File: config.mk
export PLATFORM = sky130hd
export DESIGN_NAME = irq_agg_top
export DESIGN_NICKNAME = d
export VERILOG_FILES = /design/src/rtl/irq_agg_pkg.sv /design/src/rtl/irq_leaf.sv /design/src/rtl/irq_top_ctl.sv /design/src/rtl/irq_agg_top.sv
export SDC_FILE = /design/constraint.sdc
export NUM_CORES = 1
export LEC_CHECK = 0
export BUFFER_PORTS_ARGS = -buffer_cell sky130_fd_sc_hd__buf_2
export CAP_MARGIN = 10
export CORE_MARGIN = 8
export CORE_UTILIZATION = 45
export CTS_CLUSTER_DIAMETER = 40
export DETAILED_ROUTE_END_ITERATION = 8
export GPL_ROUTABILITY_DRIVEN = 0
export PLACE_DENSITY = 0.82
export SLEW_MARGIN = 20
export SYNTH_ARGS = -nofsm -noshare
export SYNTH_HDL_FRONTEND = slang
export SYNTH_SLANG_ARGS = --single-unit
File: constraint.sdc
create_clock -name clk -period 4.5 [get_ports clk]
set_input_delay 0.225 -clock clk [delete_from_list [all_inputs] [get_ports clk]]
set_output_delay 0.225 -clock clk [all_outputs]
set_load 0.02 [all_outputs]
File: src/rtl/irq_agg_pkg.sv
package irq_agg_pkg;
  localparam int DW        = 32;
  localparam int AW        = 3;
  localparam int PHY_EVTS  = 7;
  localparam int GPIO_PINS = 12;
  localparam int MAC_EVTS  = 5;

  // word addresses
  localparam logic [AW-1:0] A_TOP_STS = 3'd0;
  localparam logic [AW-1:0] A_TOP_EN  = 3'd1;
  localparam logic [AW-1:0] A_CFG     = 3'd2;
  localparam logic [AW-1:0] A_PA_SRC  = 3'd3;
  localparam logic [AW-1:0] A_PA_MSK  = 3'd4;
  localparam logic [AW-1:0] A_PB_SRC  = 3'd5;
  localparam logic [AW-1:0] A_PB_MSK  = 3'd6;
  localparam logic [AW-1:0] A_GPIO    = 3'd7;

  // bit positions that software decodes
  localparam int B_PHY_A   = 26;
  localparam int B_PHY_B   = 27;
  localparam int B_GPIO    = 12;
  localparam int B_OE      = 8;
  localparam int MAC_LSB   = 0;
  localparam int GPIO_ENLS = 16;
endpackage

File: src/rtl/irq_leaf.sv
// Sticky status bank with per-bit mask and a masked summary output.
module irq_leaf #(
  parameter int W = 7
) (
  input  logic         clk,
  input  logic         rst_n,
  input  logic [W-1:0] evt,
  input  logic         clr_we,
  input  logic [W-1:0] clr_bits,
  input  logic         msk_we,
  input  logic [W-1:0] msk_bits,
  output logic [W-1:0] sts,
  output logic [W-1:0] msk,
  output logic         summary
);
  logic [W-1:0] sts_q, sts_d;
  logic [W-1:0] msk_q, msk_d;
  logic [W-1:0] clr_eff;

  always_comb begin
    clr_eff = clr_we ? clr_bits : '0;
    sts_d   = (sts_q & ~clr_eff) | evt;  // event dominates the clear
    msk_d   = msk_we ? msk_bits : msk_q;
  end

  always_ff @(posedge clk or negedge rst_n) begin
    if (!rst_n) begin
      sts_q <= '0;
      msk_q <= '0;
    end else begin
      sts_q <= sts_d;
      msk_q <= msk_d;
    end
  end

  assign sts     = sts_q;
  assign msk     = msk_q;
  assign summary = |(sts_q & msk_q);
endmodule

File: src/rtl/irq_top_ctl.sv
// Top-level status/enable, output enable and registered request pin.
module irq_top_ctl
  import irq_agg_pkg::*;
#(
  parameter int DWID = DW,
  parameter int NMAC = MAC_EVTS
) (
  input  logic            clk,
  input  logic            rst_n,
  input  logic [NMAC-1:0] mac_evt,
  input  logic [1:0]      phy_sum,
  input  logic            gpio_sum,
  input  logic            sts_we,
  input  logic            en_we,
  input  logic            cfg_we,
  input  logic [DWID-1:0] wdata,
  output logic [DWID-1:0] top_sts,
  output logic [DWID-1:0] top_en,
  output logic            irq_oe,
  output logic            irq
);
  localparam logic [DWID-1:0] ONE     = DWID'(1);
  localparam logic [DWID-1:0] EN_IMPL = (ONE << B_PHY_A) | (ONE << B_PHY_B) |
                                        (ONE << B_GPIO) |
                                        (DWID'((1 << NMAC) - 1) << MAC_LSB);

  logic [NMAC-1:0] mac_q, mac_d;
  logic [DWID-1:0] en_q, en_d;
  logic            oe_q, oe_d;
  logic            irq_q, irq_d;
  logic [NMAC-1:0] mac_clr;

  always_comb begin
    top_sts                    = '0;
    top_sts[MAC_LSB +: NMAC]   = mac_q;
    top_sts[B_GPIO]            = gpio_sum;
    top_sts[B_PHY_A]           = phy_sum[0];
    top_sts[B_PHY_B]           = phy_sum[1];
  end

  always_comb begin
    mac_clr = sts_we ? wdata[MAC_LSB +: NMAC] : '0;
    mac_d   = (mac_q & ~mac_clr) | mac_evt;
    en_d    = en_we  ? (wdata & EN_IMPL) : en_q;
    oe_d    = cfg_we ? wdata[B_OE] : oe_q;
    irq_d   = oe_q & (|(top_sts & en_q));
  end

  always_ff @(posedge clk or negedge rst_n) begin
    if (!rst_n) begin
      mac_q <= '0;
      en_q  <= '0;
      oe_q  <= 1'b0;
      irq_q <= 1'b0;
    end else begin
      mac_q <= mac_d;
      en_q  <= en_d;
      oe_q  <= oe_d;
      irq_q <= irq_d;
    end
  end

  assign top_en = en_q;
  assign irq_oe = oe_q;
  assign irq    = irq_q;
endmodule

File: src/rtl/irq_agg_top.sv
module irq_agg_top
  import irq_agg_pkg::*;
#(
  parameter int NPHY  = PHY_EVTS,
  parameter int NGPIO = GPIO_PINS,
  parameter int NMAC  = MAC_EVTS
) (
  input  logic             clk,
  input  logic             rst_n,
  input  logic [NPHY-1:0]  phy_a_evt,
  input  logic [NPHY-1:0]  phy_b_evt,
  input  logic [NGPIO-1:0] gpio_evt,
  input  logic [NMAC-1:0]  mac_evt,
  input  logic             reg_we,
  input  logic [AW-1:0]    reg_addr,
  input  logic [DW-1:0]    reg_wdata,
  output logic [DW-1:0]    reg_rdata,
  output logic             irq
);
  localparam int NPORT = 2;

  // asynchronous assert, synchronous release
  logic [1:0] rst_q;
  logic       rst_n_i;
  always_ff @(posedge clk or negedge rst_n) begin
    if (!rst_n) rst_q <= '0;
    else        rst_q <= {rst_q[0], 1'b1};
  end
  assign rst_n_i = rst_q[1];

  logic [NPORT-1:0][NPHY-1:0] phy_evt, phy_src, phy_msk;
  logic [NPORT-1:0]           phy_sum;
  assign phy_evt[0] = phy_a_evt;
  assign phy_evt[1] = phy_b_evt;

  for (genvar gp = 0; gp < NPORT; gp++) begin : g_phy
    localparam logic [AW-1:0] SRC_A = AW'(A_PA_SRC + 2 * gp);
    localparam logic [AW-1:0] MSK_A = AW'(A_PA_MSK + 2 * gp);
    irq_leaf #(.W(NPHY)) u_leaf (
      .clk      (clk),
      .rst_n    (rst_n_i),
      .evt      (phy_evt[gp]),
      .clr_we   (reg_we && (reg_addr == SRC_A)),
      .clr_bits (reg_wdata[NPHY-1:0]),
      .msk_we   (reg_we && (reg_addr == MSK_A)),
      .msk_bits (reg_wdata[NPHY-1:0]),
      .sts      (phy_src[gp]),
      .msk      (phy_msk[gp]),
      .summary  (phy_sum[gp])
    );
  end

  logic [NGPIO-1:0] gpio_sts, gpio_en;
  logic             gpio_sum;
  logic             gpio_we;
  assign gpio_we = reg_we && (reg_addr == A_GPIO);

  irq_leaf #(.W(NGPIO)) u_gpio (
    .clk      (clk),
    .rst_n    (rst_n_i),
    .evt      (gpio_evt),
    .clr_we   (gpio_we),
    .clr_bits (reg_wdata[NGPIO-1:0]),
    .msk_we   (gpio_we),
    .msk_bits (reg_wdata[GPIO_ENLS +: NGPIO]),
    .sts      (gpio_sts),
    .msk      (gpio_en),
    .summary  (gpio_sum)
  );

  logic [DW-1:0] top_sts, top_en;
  logic          irq_oe;

  irq_top_ctl #(.DWID(DW), .NMAC(NMAC)) u_top (
    .clk      (clk),
    .rst_n    (rst_n_i),
    .mac_evt  (mac_evt),
    .phy_sum  (phy_sum),
    .gpio_sum (gpio_sum),
    .sts_we   (reg_we && (reg_addr == A_TOP_STS)),
    .en_we    (reg_we && (reg_addr == A_TOP_EN)),
    .cfg_we   (reg_we && (reg_addr == A_CFG)),
    .wdata    (reg_wdata),
    .top_sts  (top_sts),
    .top_en   (top_en),
    .irq_oe   (irq_oe),
    .irq      (irq)
  );

  always_comb begin
    reg_rdata = '0;
    unique case (reg_addr)
      A_TOP_STS: reg_rdata = top_sts;
      A_TOP_EN:  reg_rdata = top_en;
      A_CFG:     reg_rdata[B_OE] = irq_oe;
      A_PA_SRC:  reg_rdata[NPHY-1:0] = phy_src[0];
      A_PA_MSK:  reg_rdata[NPHY-1:0] = phy_msk[0];
      A_PB_SRC:  reg_rdata[NPHY-1:0] = phy_src[1];
      A_PB_MSK:  reg_rdata[NPHY-1:0] = phy_msk[1];
      A_GPIO: begin
        reg_rdata[NGPIO-1:0]          = gpio_sts;
        reg_rdata[GPIO_ENLS +: NGPIO] = gpio_en;
      end
      default: reg_rdata = '0;
    endcase
  end
endmodule

==> results of run 1 <==
## critical path: cells and delay by family (launching register included)
kind                   cells  cell delay [ns]
flip-flops                 1             0.43
AO/OA/AOI/OAI              2             0.56
buffers and inverters      1             0.16
AND/OR/NAND/NOR            1             0.18
multiplexers               1             0.30
## synth_stat cells, drive strengths merged, types with 3 or more instances
cell,n
o21ai,8
a22o,11
a21oi,7
a21o,31
mux2i,6
a222oi,4
buf,17
a32oi,3
nor2,13
nor2b,5
nand2,39
a22oi,6
and2,15
nand3,4
dfrtp,69
mux2,39
a221oi,3
## area by class of cell
| type | count | area [µm²] |
|---|---|---|
| Clock buffer | 12 | 145 |
| Clock inverter | 2 | 35.0 |
| Fill cell | 676 | 3230 |
| Inverter | 2 | 7.51 |
| Multi-Input combinational cell | 217 | 1570 |
| Sequential cell | 69 | 1730 |
| Tap cell | 99 | 124 |
| Timing Repair Buffer | 89 | 453 |
## cells in the final DEF, fill, tap and decap left out, drive strengths merged, types with 2 or more instances in the layout
cell type   n
a221oi      3
a32oi       3
nand2      39
a22oi       6
nor2       13
mux2i       6
clkbuf     12
nand3       4
clkinv      2
nor2b       5
o21ai       8
and3        2
buf        88
dfrtp      69
and2       15
a31oi       2
a22o       11
mux2       39
nand2b      2
a21o       31
a222oi      4
a21oi       7
nor3        2
conb        8
## kinds of logic (layout without fill, tap and decap cells)
family                 after synthesis  in the layout  share of synthesized area, %
flip-flops                          69             69                          50.7
buffers and inverters               21            105                          4.04
AND/OR/NAND/NOR                     84             84                          11.7
multiplexers                        46             46                          16.2
AO/OA/AOI/OAI                       79             79                          17.2
other                                2              8                         0.220
## where the power goes
| part | internal [W] | leakage (nW) | switching (W) |
|---|---|---|---|
| Sequential | 0.000700 | 0.731 | 0.0000633 |
| Combinational | 0.000150 | 0.936 | 0.000148 |
| Clock | 0.000264 | 0.0923 | 0.000217 |
## layer usage
metal	wire length (µm)	GRT usage, %	part of all wire, %
met1	3530	21.4	38
met2	4510	28.5	48
met3	965	7.49	10
met4	320	8.23	3.4
met5	0	0	0
## how the worst max path moves through the flow
stage                                                 from                   endpoint  slack, ns  cells past startpoint
after floorplan                    u_gpio.sts[8]$_DFF_PN0_              reg_rdata[12]       2.43                      4
after global placement                         reg_addr[2]  u_gpio.msk[3]$_DFFE_PN0N_       2.28                      4
after detailed placement                       reg_addr[2]  u_gpio.msk[3]$_DFFE_PN0N_       2.24                      4
after CTS                 g_phy[1].u_leaf.sts[5]$_DFF_PN0_              reg_rdata[27]       2.32                      5
after global routing             u_gpio.msk[6]$_DFFE_PN0N_              reg_rdata[12]       2.17                      5
final                     g_phy[1].u_leaf.sts[5]$_DFF_PN0_              reg_rdata[27]       2.30                      5
## flip-flops by register name (all words and copies together), names as in the netlist
name / count
g_phy.u_leaf.msk: 14
g_phy.u_leaf.sts: 14
u_gpio.msk: 12
u_gpio.sts: 12
u_top.top_en: 8
u_top.mac_q: 5
rst_q: 2
u_top.irq: 1
u_top.irq_oe: 1
## per-stage QoR
| stage | power [W] | util (%) | cell area, µm² | std cells |
|---|---|---|---|---|
| 2_1_floorplan | 0.000967 | - | 3430 | 307 |
| 3_3_place_gp | 0.00105 | 53.1 | 3870 | 475 |
| 3_5_place_dp | 0.00107 | 53.1 | 3870 | 475 |
| 4_1_cts | 0.00155 | 55.7 | 4060 | 490 |
| 5_1_grt | 0.00162 | 55.7 | 4060 | 490 |
| 6_report | 0.00154 | 55.7 | 4060 | 490 |
## timing repair
item | 4_1_cts | 5_1_grt
resized for setup | 0 | 0
hold endpoints to repair | 2 | 0
hold buffers | 1 | 0
==> results_dict.tcl, run 1 <==
set metrics [dict create \
    path_max_fanout 3 \
    cap_violations 0 \
    drt_iter0_drc 271 \
    worstHoldStart "gpio_evt[6]" \
    syn_avg_cell_area_um2 11.3 \
    crit_chain "a222oi_1 > nand3_1 > mux2_2 > a22o_1 > buf_2" \
    port_buffers 87 \
    ant_nets 0 \
    maxSlewViolCount 0 \
    track_usage_pct 18.2 \
    drive_above_1_share_pct 36.8 \
    synth_top_area_cell "dfrtp_1" \
    synth.distinct_cells 39 \
    setup_ws_ns 2.30 \
    synth_edf_count 0 \
    drc 0 \
    r2r_end "u_top.irq$_DFF_PN0_" \
    final-hold-violation-count 0 \
    first_global_vias 2752 \
    cpPeakStageDelay_ns 0.43 \
    num_vias 2765 \
    finalSetupViolCount 0 \
    power_leakage_nw 1.76 \
    drt_first_pass_iters 7 \
    wl_um 9330 \
    hold_depth 2 \
    clk_pin_slew_ns 0.07 \
    ys_seq_elements 69 \
    cts_tree "yes" \
    irDropWorstVdd_uv 172 \
    synth.area.top_cells "dfrtp_1 51%, mux2_2 10%, a21o_1 6.8%" \
    htree_levels 3 \
    ys_async_sr_fraction_pct 100 \
    max_freq_mhz 455 \
    die-area_um2 10600 \
    cts_root_buf "clkbuf_8" \
    setup_tns_ns 0 \
    synth_ff_type "dfrtp_1" \
    slew_headroom_pct 38.1 \
    dp_slack_ns 2.24 \
    tightest_slew_ns 0.922 \
    fin_skew_ns 0.00409 \
    hold_ws_ns 0.0475 \
    outcome "completed" \
    reg2reg_slack_ns 3.03 \
    rows 31 \
    clockBufferDepth 2 \
    area_delta_synth_final_pct 19.1 \
    synthCells 301 \
    worstSetupEndpointType "primary output" \
    core_um2 7290 \
    grt_overflow 0 \
    nets 457 \
    grt_pass1_wl_um 14400 \
    rsz0062_at_grt "false" \
    r2r_cells 4 \
    r2r_start "g_phy[0].u_leaf.sts[1]$_DFF_PN0_" \
    crit_required_ns 4.28 \
    numCtsBuffers 9 \
    start_util_pct 46.7 \
    clock_latency_ns 0.35 \
    syn_area_um2 3410 \
    grt_max_degree 68 \
    fin_crit_ns 2.20 \
    antenna_cells 0 \
    dp_hpwl_um 6740 \
    powerDensity_nw_per_um2 380 \
    slowest_stage "dfrtp_1" \
    min_to "u_gpio.sts[6]$_DFF_PN0_" \
    hold_class "input port to flip-flop" \
    vias_per_cell 5.64 \
    cts_setup_buffers 0 \
    fin_crit_sh_pct 48.9 \
    die_w_um 103 \
    antenna_found_initial 0 \
    cts.sinks 69 \
    yosysSeqAreaShare_pct 50.7 \
    path_class "flip-flop to primary output" \
    ioPinCount 102 \
    arrival_ns 1.97 \
    yosys.area.top_type_share_pct 50.7 \
    start_kind "flip-flop" \
    yosys_warnings 0 \
    wire_per_inst_um 19.0 \
    fp.dieH_um 103 \
]
(Power assumes the default switching activity.)
==> inputs of run 2 (changes only) <==
--- a/config.mk
+++ b/config.mk
@@ -12,7 +12,7 @@
 export CTS_CLUSTER_DIAMETER = 40
 export DETAILED_ROUTE_END_ITERATION = 8
 export GPL_ROUTABILITY_DRIVEN = 0
-export PLACE_DENSITY = 0.82
+export PLACE_DENSITY = 0.85
 export SLEW_MARGIN = 20
 export SYNTH_ARGS = -nofsm -noshare
 export SYNTH_HDL_FRONTEND = slang
==> constraint.sdc (replaced) <==
create_clock -name clk -period 1.9 [get_ports clk]
set_input_delay 0.095 -clock clk [delete_from_list [all_inputs] [get_ports clk]]
set_output_delay 0.095 -clock clk [all_outputs]
set_load 0.02 [all_outputs]
==> results_dict.tcl, run 2 (synthesized netlist as in run 1, its figures left out) <==
set metrics [dict create \
    outcome "complete, but fails checks" \
    violations "setup timing" \
    maxSlewViolCount 0 \
    ioPinCount 102 \
    ant_nets 0 \
    tightest_slew_ns 0.503 \
    swShare_pct 29.1 \
    antenna_found_initial 0 \
    setup_ws_ns -0.134 \
    fp.dieH_um 103 \
    slew_headroom_pct 66.5 \
    fin_crit_ns 2.03 \
    setup_tns_ns -0.190 \
    finalSetupViolCount 2 \
    start_util_pct 46.7 \
    power_frac_clock_pct 28.8 \
    cts_root_buf "clkbuf_8" \
    grt_pass1_wl_um 16400 \
    drt_first_pass_iters 8 \
    core_um2 7290 \
    rsz0062_at_grt "true" \
    clockBufferDepth 2 \
    path_max_fanout 3 \
    clock_latency_ns 0.35 \
    irDropWorstVdd_uv 494 \
    power_frac_comb_pct 22.9 \
    final-hold-violation-count 0 \
    drive_above_1_share_pct 37.1 \
    nets 522 \
    wire_per_inst_um 18.6 \
    track_usage_pct 20.4 \
    crit_required_ns 1.80 \
    cts_tree "yes" \
    path_class "flip-flop to primary output" \
    area_delta_synth_final_pct 37.6 \
    layout_commonest_cell "buf_2" \
    powerDensity_nw_per_um2 799 \
    fin_skew_ns 0.00677 \
    rows 31 \
    post-route-util_pct 64.3 \
    cap_violations 0 \
    grt_max_degree 68 \
    vias_per_cell 5.55 \
    worstSetupEndpointType "primary output" \
    max_freq_mhz 492 \
    most-common-layout-cells "86 x buf_2, 68 x dfrtp_1, 45 x dlygate4sd3_1" \
    p_seq_share_pct 48.3 \
    dp_hpwl_um 7070 \
    htree_levels 3 \
    die-area_um2 10600 \
    intPower_w 0.00265 \
    die_w_um 103 \
    drt_iter0_drc 318 \
    wl_um 10400 \
    fin_crit_sh_pct 107 \
    clk_pin_slew_ns 0.07 \
    power_leakage_nw 2.06 \
    drc 0 \
    port_buffers 87 \
    cts.sinks 69 \
    num_vias 3089 \
    antenna_cells 0 \
    arrival_ns 1.94 \
    start_kind "flip-flop" \
    first_global_vias 3234 \
    switching_power_w 0.00109 \
    grt_overflow 0 \
    numCtsBuffers 9 \
    hold_class "input port to flip-flop" \
]
-- run 2: path summary, 6_finish.rpt --
check	from	cells after the start	slack, ns	to
max	g_phy[0].u_leaf.sts[1]$_DFF_PN0_	6	-0.13	reg_rdata[26]
min	reg_wdata[11]	3	0.02	u_gpio.sts[11]$_DFF_PN0_
max reg2reg	g_phy[0].u_leaf.sts[1]$_DFF_PN0_	5	0.33	u_top.irq$_DFF_PN0_
min reg2reg	rst_q[1]$_DFF_PN0_	1	0.27	g_phy[0].u_leaf.sts[3]$_DFF_PN0_
max in group asynchronous	rst_q[1]$_DFF_PN0_	1	1.33	g_phy[0].u_leaf.sts[5]$_DFF_PN0_
min in group asynchronous	rst_n	2	0.05	rst_q[0]$_DFF_PN0_
-- run 2: layer usage --
| metal | up-vias | track usage (%) | wire [µm] |
|---|---|---|---|
| li1 | 1377 | - | - |
| met1 | 1500 | 24.3 | 3930 |
| met2 | 176 | 34.0 | 5140 |
| met3 | 36 | 5.60 | 942 |
| met4 | 0 | 8.34 | 342 |
| met5 | - | 0 | 0 |
-- run 2: final cells by class --
cell class / count / area, µm²
fill: 564 / 2600
sequential: 69 / 1730
multi-input combinational: 217 / 1580
timing repair buffer: 154 / 1070
clock buffer: 12 / 155
tap: 99 / 124
clock inverter: 4 / 22.5
inverter: 2 / 7.51
-- run 2: repair_timing --
item / in CTS / in global routing
endpoints found under the hold margin: 47 / 0
hold buffers: 45 / 0
setup buffers: 4 / 3
pin swaps: 4 / 3
gates resized for setup: 4 / 1
setup endpoints to repair: 3 / 3
-- run 2: stage by stage --
stage	hold slack, ns	total power, W	cells	area, µm²	setup slack, ns
floorplan	-0.201	0.00229	307	3430	0.208
global placement	-0.120	0.00252	489	3990	0.286
detailed placement	-0.119	0.00256	489	3990	0.251
CTS	0.00251	0.00373	554	4660	-0.0489
global route	0.0122	0.00393	557	4690	-0.236
finish	0.0153	0.00374	557	4690	-0.134
-- run 2: power by group through the flow --
stage               Sequential [W]  Combinational, W  Clock (W)
detailed placement         0.00183          0.000722          0
CTS                        0.00180          0.000827    0.00110
floorplan                  0.00181          0.000480          0
global placement           0.00182          0.000703          0
global route               0.00183          0.000923    0.00118
finish                     0.00181          0.000858    0.00108
-- run 2: worst max-delay path: stages (launching register included) --
cell and delay, ns:
dfrtp_1 0.42, a222oi_1 0.42, buf_4 0.22, a31oi_2 0.09, a21oi_1 0.18, o31ai_1 0.08
buf_2 0.17
==> inputs of run 3 (changes only) <==
--- a/config.mk
+++ b/config.mk
@@ -5,14 +5,13 @@
 export SDC_FILE = /design/constraint.sdc
 export NUM_CORES = 1
 export LEC_CHECK = 0
-export BUFFER_PORTS_ARGS = -buffer_cell sky130_fd_sc_hd__buf_2
 export CAP_MARGIN = 10
 export CORE_MARGIN = 8
 export CORE_UTILIZATION = 45
 export CTS_CLUSTER_DIAMETER = 40
 export DETAILED_ROUTE_END_ITERATION = 8
+export DONT_BUFFER_PORTS = 1
 export GPL_ROUTABILITY_DRIVEN = 0
-export PLACE_DENSITY = 0.85
 export SLEW_MARGIN = 20
 export SYNTH_ARGS = -nofsm -noshare
 export SYNTH_HDL_FRONTEND = slang
==> results_dict.tcl, run 3 (synthesized netlist as in run 1, its figures left out) <==
set metrics [dict create \
    outcome "complete, but fails checks" \
    violations "setup timing" \
    clockBufferDepth 2 \
    final_area_um2 4700 \
    arrival_ns 1.82 \
    die-area_um2 10600 \
    worstSetupEndpointType "primary output" \
    grt_overflow 0 \
    drt_iter0_drc 141 \
    track_usage_pct 20.2 \
    num_vias 2771 \
    rows 31 \
    hold_depth 2 \
    setup_tns_ns -0.0106 \
    ioPinCount 102 \
    cts.sinks 69 \
    startpoint "g_phy[1].u_leaf.sts[5]$_DFF_PN0_" \
    cts_root_buf "clkbuf_8" \
    fin_crit_ns 1.91 \
    antenna_found_initial 0 \
    maxSlewViolCount 0 \
    layout_commonest_cell "dlygate4sd3_1" \
    fin_skew_ns 0.00730 \
    path_class "flip-flop to primary output" \
    most-common-layout-cells "86 x dlygate4sd3_1, 68 x dfrtp_1, 39 x nand2_1" \
    htree_levels 3 \
    power_leakage_nw 1.77 \
    slowest_stage "dfrtp_1" \
    dp_hpwl_um 6630 \
    die_w_um 103 \
    drive_above_1_share_pct 19.9 \
    core_um2 7290 \
    port_buffers 0 \
    rsz0062_at_grt "true" \
    reg2reg_slack_ns 0.41 \
    crit_chain "a222oi_1 > nand3_1 > mux2_4 > a22o_4" \
    slew_headroom_pct 45.0 \
    start_kind "flip-flop" \
    first_global_vias 2983 \
    setup_ws_ns -0.0106 \
    area_delta_synth_final_pct 37.9 \
    hold_class "input port to flip-flop" \
    clock_latency_ns 0.35 \
    ant_nets 0 \
    cpPeakStageDelay_ns 0.39 \
    cts_tree "yes" \
    numCtsBuffers 9 \
    cp-endpoint "reg_rdata[27]" \
    cp_top_family "compound AO/OA/AOI/OAI gates" \
    vias_per_cell 5.48 \
    powerDensity_nw_per_um2 831 \
    wire_per_inst_um 20.0 \
    crit_required_ns 1.80 \
    path_max_fanout 2 \
    fin_crit_sh_pct 101 \
    final-hold-violation-count 0 \
    drt_first_pass_iters 5 \
    antenna_cells 0 \
    irDropWorstVdd_uv 490 \
    cap_violations 0 \
    r2r_start "u_top.mac_q[3]$_DFF_PN0_" \
    worst-path-stages 4 \
    n_fill_cell 577 \
    start_util_pct 46.7 \
    clk_pin_slew_ns 0.08 \
    cp_num_buf_inv 0 \
    wl_um 10100 \
    r2r_cells 4 \
    grt_max_degree 34 \
    finalSetupViolCount 1 \
    tightest_slew_ns 0.816 \
    placed_cell_area_um2 3510 \
    grt_pass1_wl_um 15900 \
    drc 0 \
    fp.dieH_um 103 \
    r2r_end "u_top.irq$_DFF_PN0_" \
    nets 471 \
    max_freq_mhz 523 \
]
run 3: where the power goes:
part           internal [W]  switching, W
combinational      0.000415      0.000304
sequential          0.00166      0.000172
clock              0.000777      0.000582
run 3: timing repair:
action,in CTS,in global routing
setup endpoints to repair,2,3
pin swaps,4,3
hold endpoints to repair,68,1
buffers inserted,3,4
hold buffers,85,1
gates resized for setup,5,4
run 3: worst min-delay path by stage:
stage                      startpoint                                 end
after floorplan                 rst_n                  rst_q[0]$_DFF_PN0_
after global placement          rst_n                  rst_q[0]$_DFF_PN0_
after detailed placement        rst_n                  rst_q[0]$_DFF_PN0_
after CTS                 reg_addr[0]            u_top.irq_oe$_DFFE_PN0P_
after global routing      reg_addr[0]  g_phy[0].u_leaf.msk[3]$_DFFE_PN0P_
final                     reg_addr[0]  g_phy[0].u_leaf.msk[6]$_DFFE_PN0P_
run 3: metal layers:
metal | vias to the layer above | GRT usage, % | routed length [µm]
li1 | 1282 | - | -
met1 | 1388 | 24.1 | 3990
met2 | 92 | 34.2 | 5140
met3 | 9 | 6.28 | 866
met4 | 0 | 5.56 | 104
met5 | - | 0 | 0
run 3: layout make-up:
class / instances / area, µm² / area share, %
inverter: 2 / 7.51 / 0.160
clock buffer: 11 / 141 / 3.01
tap: 99 / 124 / 2.64
timing repair buffer: 103 / 1000 / 21.3
clock inverter: 5 / 83.8 / 1.78
sequential: 69 / 1730 / 36.8
multi-input combinational: 217 / 1620 / 34.4
run 3: through the flow:
step / hold slack [ns] / utilization, % / worst slack (ns) / instances / total power [W]
after floorplan: -0.201 / - / 0.208 / 307 / 0.00229
after global routing: 0.0870 / 64.5 / -0.0686 / 506 / 0.00407
after detailed placement: -0.201 / 48.2 / 0.316 / 397 / 0.00241
after global placement: -0.201 / 48.2 / 0.352 / 397 / 0.00239
after CTS: 0.0142 / 63.6 / -0.00757 / 501 / 0.00390
final: 0.0965 / 64.5 / -0.0106 / 506 / 0.00391
